<file path="src/rtl/irq_ctl_pkg.sv">
package irq_ctl_pkg;
  localparam int PAIR_W   = 2;
  localparam int PAIRS    = 3;
  localparam int STACK_W  = PAIR_W * PAIRS;
  localparam int MASK_LSB = 8;
  localparam int PEND_LSB = 8;

  typedef enum logic {
    SEL_STATUS = 1'b0,
    SEL_CAUSE  = 1'b1
  } reg_sel_e;

  typedef enum logic [1:0] {
    STK_HOLD = 2'd0,
    STK_PUSH = 2'd1,
    STK_POP  = 2'd2,
    STK_LOAD = 2'd3
  } stk_op_e;
endpackage

</file>
<file path="src/rtl/irq_mode_stack.sv">
module irq_mode_stack
  import irq_ctl_pkg::*;
#(
  parameter int NPAIRS = PAIRS,
  parameter int PW     = PAIR_W,
  localparam int W     = NPAIRS * PW
) (
  input  logic         clk,
  input  logic         rst,
  input  stk_op_e      op,
  input  logic [W-1:0] load_val,
  output logic [W-1:0] stack_o
);
  logic [NPAIRS-1:0][PW-1:0] cur_q;
  logic [NPAIRS-1:0][PW-1:0] nxt;
  logic [NPAIRS-1:0][PW-1:0] ld;

  assign ld = load_val;

  for (genvar p = 0; p < NPAIRS; p++) begin : g_pair
    logic [PW-1:0] from_below;
    logic [PW-1:0] from_above;
    if (p == 0) begin : g_bottom
      assign from_below = '0;
    end else begin : g_mid_lo
      assign from_below = cur_q[p-1];
    end
    if (p == NPAIRS-1) begin : g_top
      assign from_above = cur_q[p];
    end else begin : g_mid_hi
      assign from_above = cur_q[p+1];
    end

    always_comb begin
      unique case (op)
        STK_PUSH: nxt[p] = from_below;
        STK_POP:  nxt[p] = from_above;
        STK_LOAD: nxt[p] = ld[p];
        default:  nxt[p] = cur_q[p];
      endcase
    end

    always_ff @(posedge clk) begin
      if (rst) cur_q[p] <= '0;
      else     cur_q[p] <= nxt[p];
    end
  end

  assign stack_o = cur_q;
endmodule

</file>
<file path="src/rtl/irq_pend_capture.sv">
module irq_pend_capture #(
  parameter int NUM_LVL = 5
) (
  input  logic               clk,
  input  logic               rst,
  input  logic [NUM_LVL-1:0] lines,
  output logic [NUM_LVL-1:0] pend
);
  for (genvar i = 0; i < NUM_LVL; i++) begin : g_lvl
    always_ff @(posedge clk) begin
      if (rst) pend[i] <= 1'b0;
      else     pend[i] <= lines[i];
    end
  end
endmodule

</file>
<file path="src/rtl/irq_req_gen.sv">
module irq_req_gen #(
  parameter int NUM_LVL = 5
) (
  input  logic               clk,
  input  logic               rst,
  input  logic               glob_en,
  input  logic [NUM_LVL-1:0] pend,
  input  logic [NUM_LVL-1:0] mask,
  output logic               req
);
  logic [NUM_LVL-1:0] live;
  assign live = pend & mask;

  always_ff @(posedge clk) begin
    if (rst) req <= 1'b0;
    else     req <= glob_en & (|live);
  end
endmodule

</file>
<file path="src/rtl/irq_status_ctl.sv">
module irq_status_ctl
  import irq_ctl_pkg::*;
#(
  parameter int NUM_LVL = 5,
  parameter int CODE_W  = 4,
  parameter int XLEN    = 32
) (
  input  logic               clk,
  input  logic               rst,
  input  logic [NUM_LVL-1:0] irq_lines,
  input  logic               exc_enter,
  input  logic [CODE_W-1:0]  exc_code,
  input  logic               exc_return,
  input  logic               reg_wr,
  input  logic               reg_sel,
  input  logic [XLEN-1:0]    reg_wdata,
  output logic [XLEN-1:0]    reg_rdata,
  output logic               irq_req
);
  logic [STACK_W-1:0] stack_q;
  logic [NUM_LVL-1:0] mask_q;
  logic [CODE_W-1:0]  code_q;
  logic [NUM_LVL-1:0] pend_q;
  stk_op_e            op;
  logic               wr_status;
  logic [XLEN-1:0]    status_w;
  logic [XLEN-1:0]    cause_w;

  assign wr_status = reg_wr & (reg_sel_e'(reg_sel) == SEL_STATUS);

  always_comb begin
    if (exc_enter)       op = STK_PUSH;
    else if (exc_return) op = STK_POP;
    else if (wr_status)  op = STK_LOAD;
    else                 op = STK_HOLD;
  end

  irq_mode_stack #(.NPAIRS(PAIRS), .PW(PAIR_W)) u_stack (
    .clk      (clk),
    .rst      (rst),
    .op       (op),
    .load_val (reg_wdata[STACK_W-1:0]),
    .stack_o  (stack_q)
  );

  irq_pend_capture #(.NUM_LVL(NUM_LVL)) u_pend (
    .clk   (clk),
    .rst   (rst),
    .lines (irq_lines),
    .pend  (pend_q)
  );

  irq_req_gen #(.NUM_LVL(NUM_LVL)) u_req (
    .clk     (clk),
    .rst     (rst),
    .glob_en (stack_q[0]),
    .pend    (pend_q),
    .mask    (mask_q),
    .req     (irq_req)
  );

  always_ff @(posedge clk) begin
    if (rst)            mask_q <= '0;
    else if (wr_status) mask_q <= reg_wdata[MASK_LSB +: NUM_LVL];
  end

  always_ff @(posedge clk) begin
    if (rst)            code_q <= '0;
    else if (exc_enter) code_q <= exc_code;
  end

  always_comb begin
    status_w = '0;
    status_w[STACK_W-1:0] = stack_q;
    status_w[MASK_LSB +: NUM_LVL] = mask_q;
    cause_w = '0;
    cause_w[CODE_W-1:0] = code_q;
    cause_w[PEND_LSB +: NUM_LVL] = pend_q;
  end

  always_ff @(posedge clk) begin
    if (rst) reg_rdata <= '0;
    else     reg_rdata <= (reg_sel_e'(reg_sel) == SEL_CAUSE) ? cause_w : status_w;
  end
endmodule

</file>
<file path="config.mk">
export PLATFORM = sky130hd
export DESIGN_NAME = irq_status_ctl
export DESIGN_NICKNAME = d
export VERILOG_FILES = /design/src/rtl/irq_ctl_pkg.sv /design/src/rtl/irq_mode_stack.sv /design/src/rtl/irq_pend_capture.sv /design/src/rtl/irq_req_gen.sv /design/src/rtl/irq_status_ctl.sv
export SDC_FILE = /design/constraint.sdc
export NUM_CORES = 1
export LEC_CHECK = 0
export ABC_AREA = 0
export CORE_MARGIN = 8
export CORE_UTILIZATION = 34
export DETAILED_ROUTE_END_ITERATION = 8
export HOLD_SLACK_MARGIN = 0.03
export PLACE_DENSITY = 0.8
export RECOVER_POWER = 25
export SLEW_MARGIN = 20
export SYNTH_ARGS = -nofsm -noshare
export SYNTH_HDL_FRONTEND = slang
export SYNTH_HIERARCHICAL = 1
export SYNTH_SLANG_ARGS = --single-unit
</file>
<file path="constraint.sdc">
create_clock -name clk -period 1.6 [get_ports clk]
set_clock_uncertainty 0.2 [all_clocks]
set_input_delay 0.24 -clock clk [delete_from_list [all_inputs] [get_ports clk]]
set_output_delay 0.24 -clock clk [all_outputs]
set_load 0.01 [all_outputs]
</file>
==> run metrics, run 1 <==
clock-pin slew on the worst setup and hold paths 60 ps; FF+latch count, synth 32; maximum VDD drop between 0.2 and 0.3 mV; Cell Pwr Density 923.5 mW/mm²; Top Ports 80; R2R Path End u_stack/g_pair[0].from_above[0]; hold_buf cts 0; DRT Wirelength 2827 µm; CP delay by family, top buffers and inverters; Final Hold Vio Count 0; Min-Delay Path Class reg -> reg; status finished, final reports clean; Worst-Skew Late Latency approximately 280 ps; pin count of the biggest net entering global routing 38; overall power about 1.7 mW; drt pass-1 iters 4; Buf+Inv Stages, Crit Path 1; critical register-to-register path startpoint u_stack/g_pair[1].from_below[0]; design area between 0.0015 and 0.002 mm²; required time worst endpoint approximately 1200 ps; Core Box Area around 0.004 mm²; Util after Layout 46.41%; CP endpoint kind output port; Vias/cell ~4.3; routed length per instance around 12 µm; met3 usage roughly 5%; RSZ-0062 raised after global routing false; H-tree depth 2; Final #Nets approximately 220; Starting Density a little over a third; IO buf count 37; asr flop ratio synth 0%; share of cells above drive strength 1 between 10% and 20%; Fmax 640.3 MHz; startpoint class of the critical path flip-flop; HP Start code_q[3]; TritonCTS clock tree done; Die W about 81 µm; Final ANT Viol Nets 0; min cycle time layout between 1500 and 2000 ps; Top Usage Layer GRT met2; Syn Std Cell Area around 0.0015 mm²; r2r setup slk 370 ps; number of global-route vias before repair 984; WHS Endpoint code_q[3]; Worst EP arrival around 1100 ps; DR DRC count 0; met2 global-route usage about an eighth; Placed Cells 220; Post-synth top cells 32 x dfxtp_1, 22 x buf_4, 17 x mux2i_1; Final HPWL DP around 2200 µm; Critical Path Fanout Max 1; gpl congestion about 0.83; Antenna diodes 0; Leakage ~0.84 nW; mean post-synth cell area between 10 and 15 µm²; initial antenna violation count 0; row count 23; clock sinks 32; crit-path max cell delay approximately 530 ps; full die area between 0.006 and 0.007 mm²; GRT Util Overall between 8 and 9%; Setup-failing EPs final 0; clock root cell clkbuf_8; Post-synth EDFFs 0; CP max stage cell clkdlybuf4s50_1; leading post-synthesis cells by cell area dfxtp_1 44%, mux2i_1 12%, buf_4 11%, nand4bb_1 3.9%, nor2_1 3.9%; chip height just over 80 µm; GRT Residual Overflow 0; post-synthesis sequential area ratio approximately 44%; Synth area leader dfxtp_1; Tcrit/Tclk final between 90% and 100%; area post-placement 0.001788 mm²; CP Class reg -> out; Layout area overhead 29.85%; Post-CTS Setup Inserts 0; TritonCTS Buffers 5; DRT iter0 DRCs 91; crit-path cells clkdlybuf4s50_1; non-filler instance count after layout 228; Via Count 986; Syn. warnings 6; Synth top area share 44.18%; Slew Viols, Final 0; first-pass GRT wire length about 4300 µm; FF-to-FF path depth 2; cell count after synthesis 134; grt met1 use under 10%; Unique masters post-synth 24; CTS max path bufs 2; cell with the most instances after synthesis dfxtp_1; max-capacitance violation count 0; Hold Path Stages 2; dominant synthesized flop cell dfxtp_1
[final cells by class]
class | count | area (µm²)
flip-flops and latches | 32 | 640.6
fillers | 392 | 2175
multi-input cells | 92 | 641.9
clock buffers | 6 | 82.58
clock inverters | 2 | 10.01
repair buffers | 44 | 437.9
inverters | 2 | 7.507
well taps | 50 | 62.56
[routing by layer]
metal | wire, µm | vias up
li1 | - | 501
met1 | 1111 | 438
met2 | 1258 | 41
met3 | 366 | 6
met4 | 91 | 0
met5 | 0 | -
[per-stage QoR]
stage          setup WS, ps  setup TNS (ps)  hold slack, ps
2_1_floorplan        -79.38          -139.8           104.3
3_3_place_gp         -403.5           -1826           274.8
6_report              38.22               0           292.5
3_5_place_dp         -412.0           -1949           284.6
5_1_grt             0.01499               0           305.6
4_1_cts               14.84               0           292.9
[worst max-delay path by stage]
stage / slack [ps] / start / cells after the start / end
floorplan: -80 / reg_sel / 6 / u_stack/g_pair[0].from_above[0]
global placement: -400 / reg_wr / 5 / u_stack/g_pair[0].from_above[1]
detailed placement: -410 / reg_wr / 5 / u_stack/g_pair[0].from_above[1]
CTS: 10 / reg_rdata[0] / 1 / reg_rdata[0]
global route: 0.01 / reg_rdata[9] / 1 / reg_rdata[9]
finish: 40 / reg_rdata[0] / 1 / reg_rdata[0]
[logic make-up (layout without fill, tap and decap cells)]
logic type,count (synthesis),count (layout),synth area share (%)
and+or+nand+nor,36,36,16.39
DFF,32,32,44.18
buffers and inverters,30,54,16.74
muxes,19,19,14.84
AOI/OAI and AO/OA,16,16,7.592
other,1,21,0.2586
[where the power goes]
group | switching [mW] | internal (mW) | total (mW)
Combinational | 0.106 | 0.146 | 0.252
Sequential | 0.0226 | 0.839 | 0.861
Clock | 0.283 | 0.342 | 0.626
Total | 0.412 | 1.33 | 1.74
[state kept, by name (all words and copies together) (netlist names)]
name and flops:
reg_rdata 11, mask_q 5, u_pend/pend 5, code_q 4, u_stack/g_pair.from_above 4, u_stack/g_pair.from_below 2
u_req/req 1
[timing repair]
item	CTS	global route
resized for setup	4	3
pin swaps	1	0
endpoints found under the setup margin	3	3
[layout by cell type, fill, tap and decap left out]
| cell type | count |
|---|---|
| dfxtp_1 | 32 |
| clkdlybuf4s50_1 | 29 |
| conb_1 | 21 |
| mux2i_1 | 17 |
| nor2_1 | 15 |
| nand2b_1 | 6 |
| clkbuf_8 | 6 |
| buf_4 | 6 |
| nand4bb_1 | 5 |
| nor2b_1 | 5 |
| o21ai_0 | 4 |
| dlygate4sd2_1 | 4 |
| a211oi_1 | 4 |
| nor2b_4 | 3 |
| dlymetal6s2s_1 | 3 |
| inv_1 | 2 |
| nor3b_1 | 2 |
| clkinv_2 | 2 |
| a21boi_0 | 2 |
| mux4_2 | 2 |
| a21o_1 | 1 |
| o21ba_2 | 1 |
| o21ai_1 | 1 |
| dlygate4sd3_1 | 1 |
| buf_12 | 1 |
| a222oi_1 | 1 |
| a22oi_1 | 1 |
| a21oi_1 | 1 |
Note: power is estimated with default switching activity, not from simulation.
==> inputs of run 2 (changes only) <==
Settings changed: PLACE_DENSITY 0.8 to not set, PLACE_DENSITY_LB_ADDON set to 0.15.
==> run metrics, run 2 (same netlist as run 1, synthesis figures left out) <==
Vias/cell 4.328 (about the same); share of cells above drive strength 1 12.29% (+0.49 points); Worst Setup SP reg_rdata[11]; Antenna diodes 0 (unchanged); initial antenna violation count 0 (unchanged); TritonCTS Buffers 5 (unchanged); CP Class reg -> out; routed length per instance 13.54 µm (+9.2%); Final HPWL DP 2425 µm (+10%); end point of the critical path reg_rdata[11]; Worst EP arrival 1120 ps (about the same); Hold Slack 288.2 ps (-4.301 ps); chip height 81.31 µm (unchanged); clock root cell clkbuf_8; H-tree depth 2 (unchanged); WP depth 1 (unchanged); DRT Wirelength 3100 µm (+9.7%); most common cell after layout, fill and taps aside dfxtp_1; Setup-failing EPs final 0 (unchanged); CTS max path bufs 2 (unchanged); top flop regs reg_rdata x11, mask_q x5, u_pend/pend x5; r2r setup slk 360 ps (about the same); first-pass GRT wire length 4892 µm (+14%); non-filler instance count after layout 229 (+0.44%); Core Box Area 0.004058 mm² (unchanged); Post-CTS Setup Inserts 0 (unchanged); pin count of the biggest net entering global routing 34 (-11%); Setup WS pre-CTS -384.5 ps (+27.51 ps); crit-path max cell delay 530 ps (about the same); Leakage 0.8347 nW (-0.76%); TritonCTS clock tree done; Die W 81.31 µm (unchanged); R2R Path End u_stack/g_pair[0].from_above[0]; status finished, final reports clean; number of global-route vias before repair 1045 (+6.2%); drt pass-1 iters 4 (unchanged); Final #Nets 225 (+0.45%); max reg flops 11 (unchanged); DRT iter0 DRCs 59 (-35%); Critical Path Fanout Max 1 (unchanged); Buf+Inv Stages, Crit Path 1 (unchanged); Placed Cells 221 (+0.45%); GRT Util Overall 9.598% (+0.77 points); max-capacitance violation count 0 (unchanged); clock-pin slew on the worst setup and hold paths 60 ps (about the same); CP endpoint kind output port; maximum VDD drop 0.3357 mV (+13%); row count 23 (unchanged); CP delay by family, top buffers and inverters; largest reg by FF count reg_rdata; Tcrit/Tclk final 97.45% (-0.16 points); Layout area overhead 30.89%; Via Count 991 (+0.51%); required time worst endpoint 1160 ps (about the same); Final ANT Viol Nets 0 (unchanged); full die area 0.006611 mm² (unchanged); clock sinks 32 (unchanged); gpl congestion 0.7144 (-14%); Min-Delay Path Class in -> reg; Cell Pwr Density 924.8 mW/mm² (+0.14%); most frequent cells in the layout 32 x dfxtp_1, 30 x clkdlybuf4s50_1, 21 x conb_1, 17 x mux2i_1, 15 x nor2_1; IO buf count 37 (unchanged); Top Ports 80 (unchanged); GRT Residual Overflow 0 (unchanged); overall power 1.755 mW (+0.94%); CP max stage cell clkdlybuf4s50_1; min cycle time layout 1559 ps (-2.592 ps); Starting Density 35.74% (unchanged); DR DRC count 0 (unchanged); Slew Viols, Final 0 (unchanged); crit-path cells clkdlybuf4s50_1; Hold Path Stages 4 (+2); Final Hold Vio Count 0 (unchanged); slack of the critical path 40.82 ps (+2.592 ps); Worst-Skew Late Latency 280 ps (about the same); Fmax 641.4 MHz (+0.17%); startpoint class of the critical path flip-flop; RSZ-0062 raised after global routing false; setup TNS 0 ps (unchanged); critical register-to-register path startpoint u_stack/g_pair[1].from_below[0]; FF-to-FF path depth 2 (unchanged)
==> run 2: layout make-up <==
type	instances	area (µm²)
Fill cell	385	2160
Sequential cell	32	640.6
Timing Repair Buffer	45	446.7
Clock buffer	6	82.58
Inverter	2	7.507
Clock inverter	2	10.01
Multi-Input combinational cell	92	648.1
Tap cell	50	62.56
==> run 2: what timing repair did <==
| action | 4_1_cts | 5_1_grt |
|---|---|---|
| resized for setup | 4 | 3 |
| setup endpoints to repair | 2 | 3 |
| pin swaps | 1 | 0 |
| endpoints found under the hold margin | 0 | 0 |
| cloned | 0 | 0 |
| hold buffers | 0 | 0 |
==> run 2: where the power goes <==
part | internal (mW) | switching, mW
combinational | 0.149 | 0.110
clock | 0.343 | 0.291
sequential | 0.838 | 0.0243
total | 1.33 | 0.425
==> run 2: per-layer routing <==
layer | up-vias | GRT usage (%) | routed length [µm]
met5 | - | 0 | 0
met4 | 0 | 6.429 | 77
met3 | 7 | 2.208 | 215
met2 | 40 | 15.59 | 1478
met1 | 445 | 11.00 | 1328
li1 | 499 | - | -
==> run 2: how the worst min path moves through the flow <==
stage,from,to
floorplan,rst,u_stack/g_pair[0].from_above[0]
global placement,mask_q[4],mask_q[4]
detailed placement,mask_q[4],mask_q[4]
CTS,reg_wr,mask_q[2]
global route,irq_lines[1],u_pend/pend[1]
finish,reg_wr,mask_q[2]
==> run 2: stage by stage <==
stage	utilization [%]	area [µm²]
detailed placement	44.25	1795
finish	46.78	1898
global placement	44.25	1795
CTS	46.59	1891
floorplan	-	1534
global route	46.78	1898
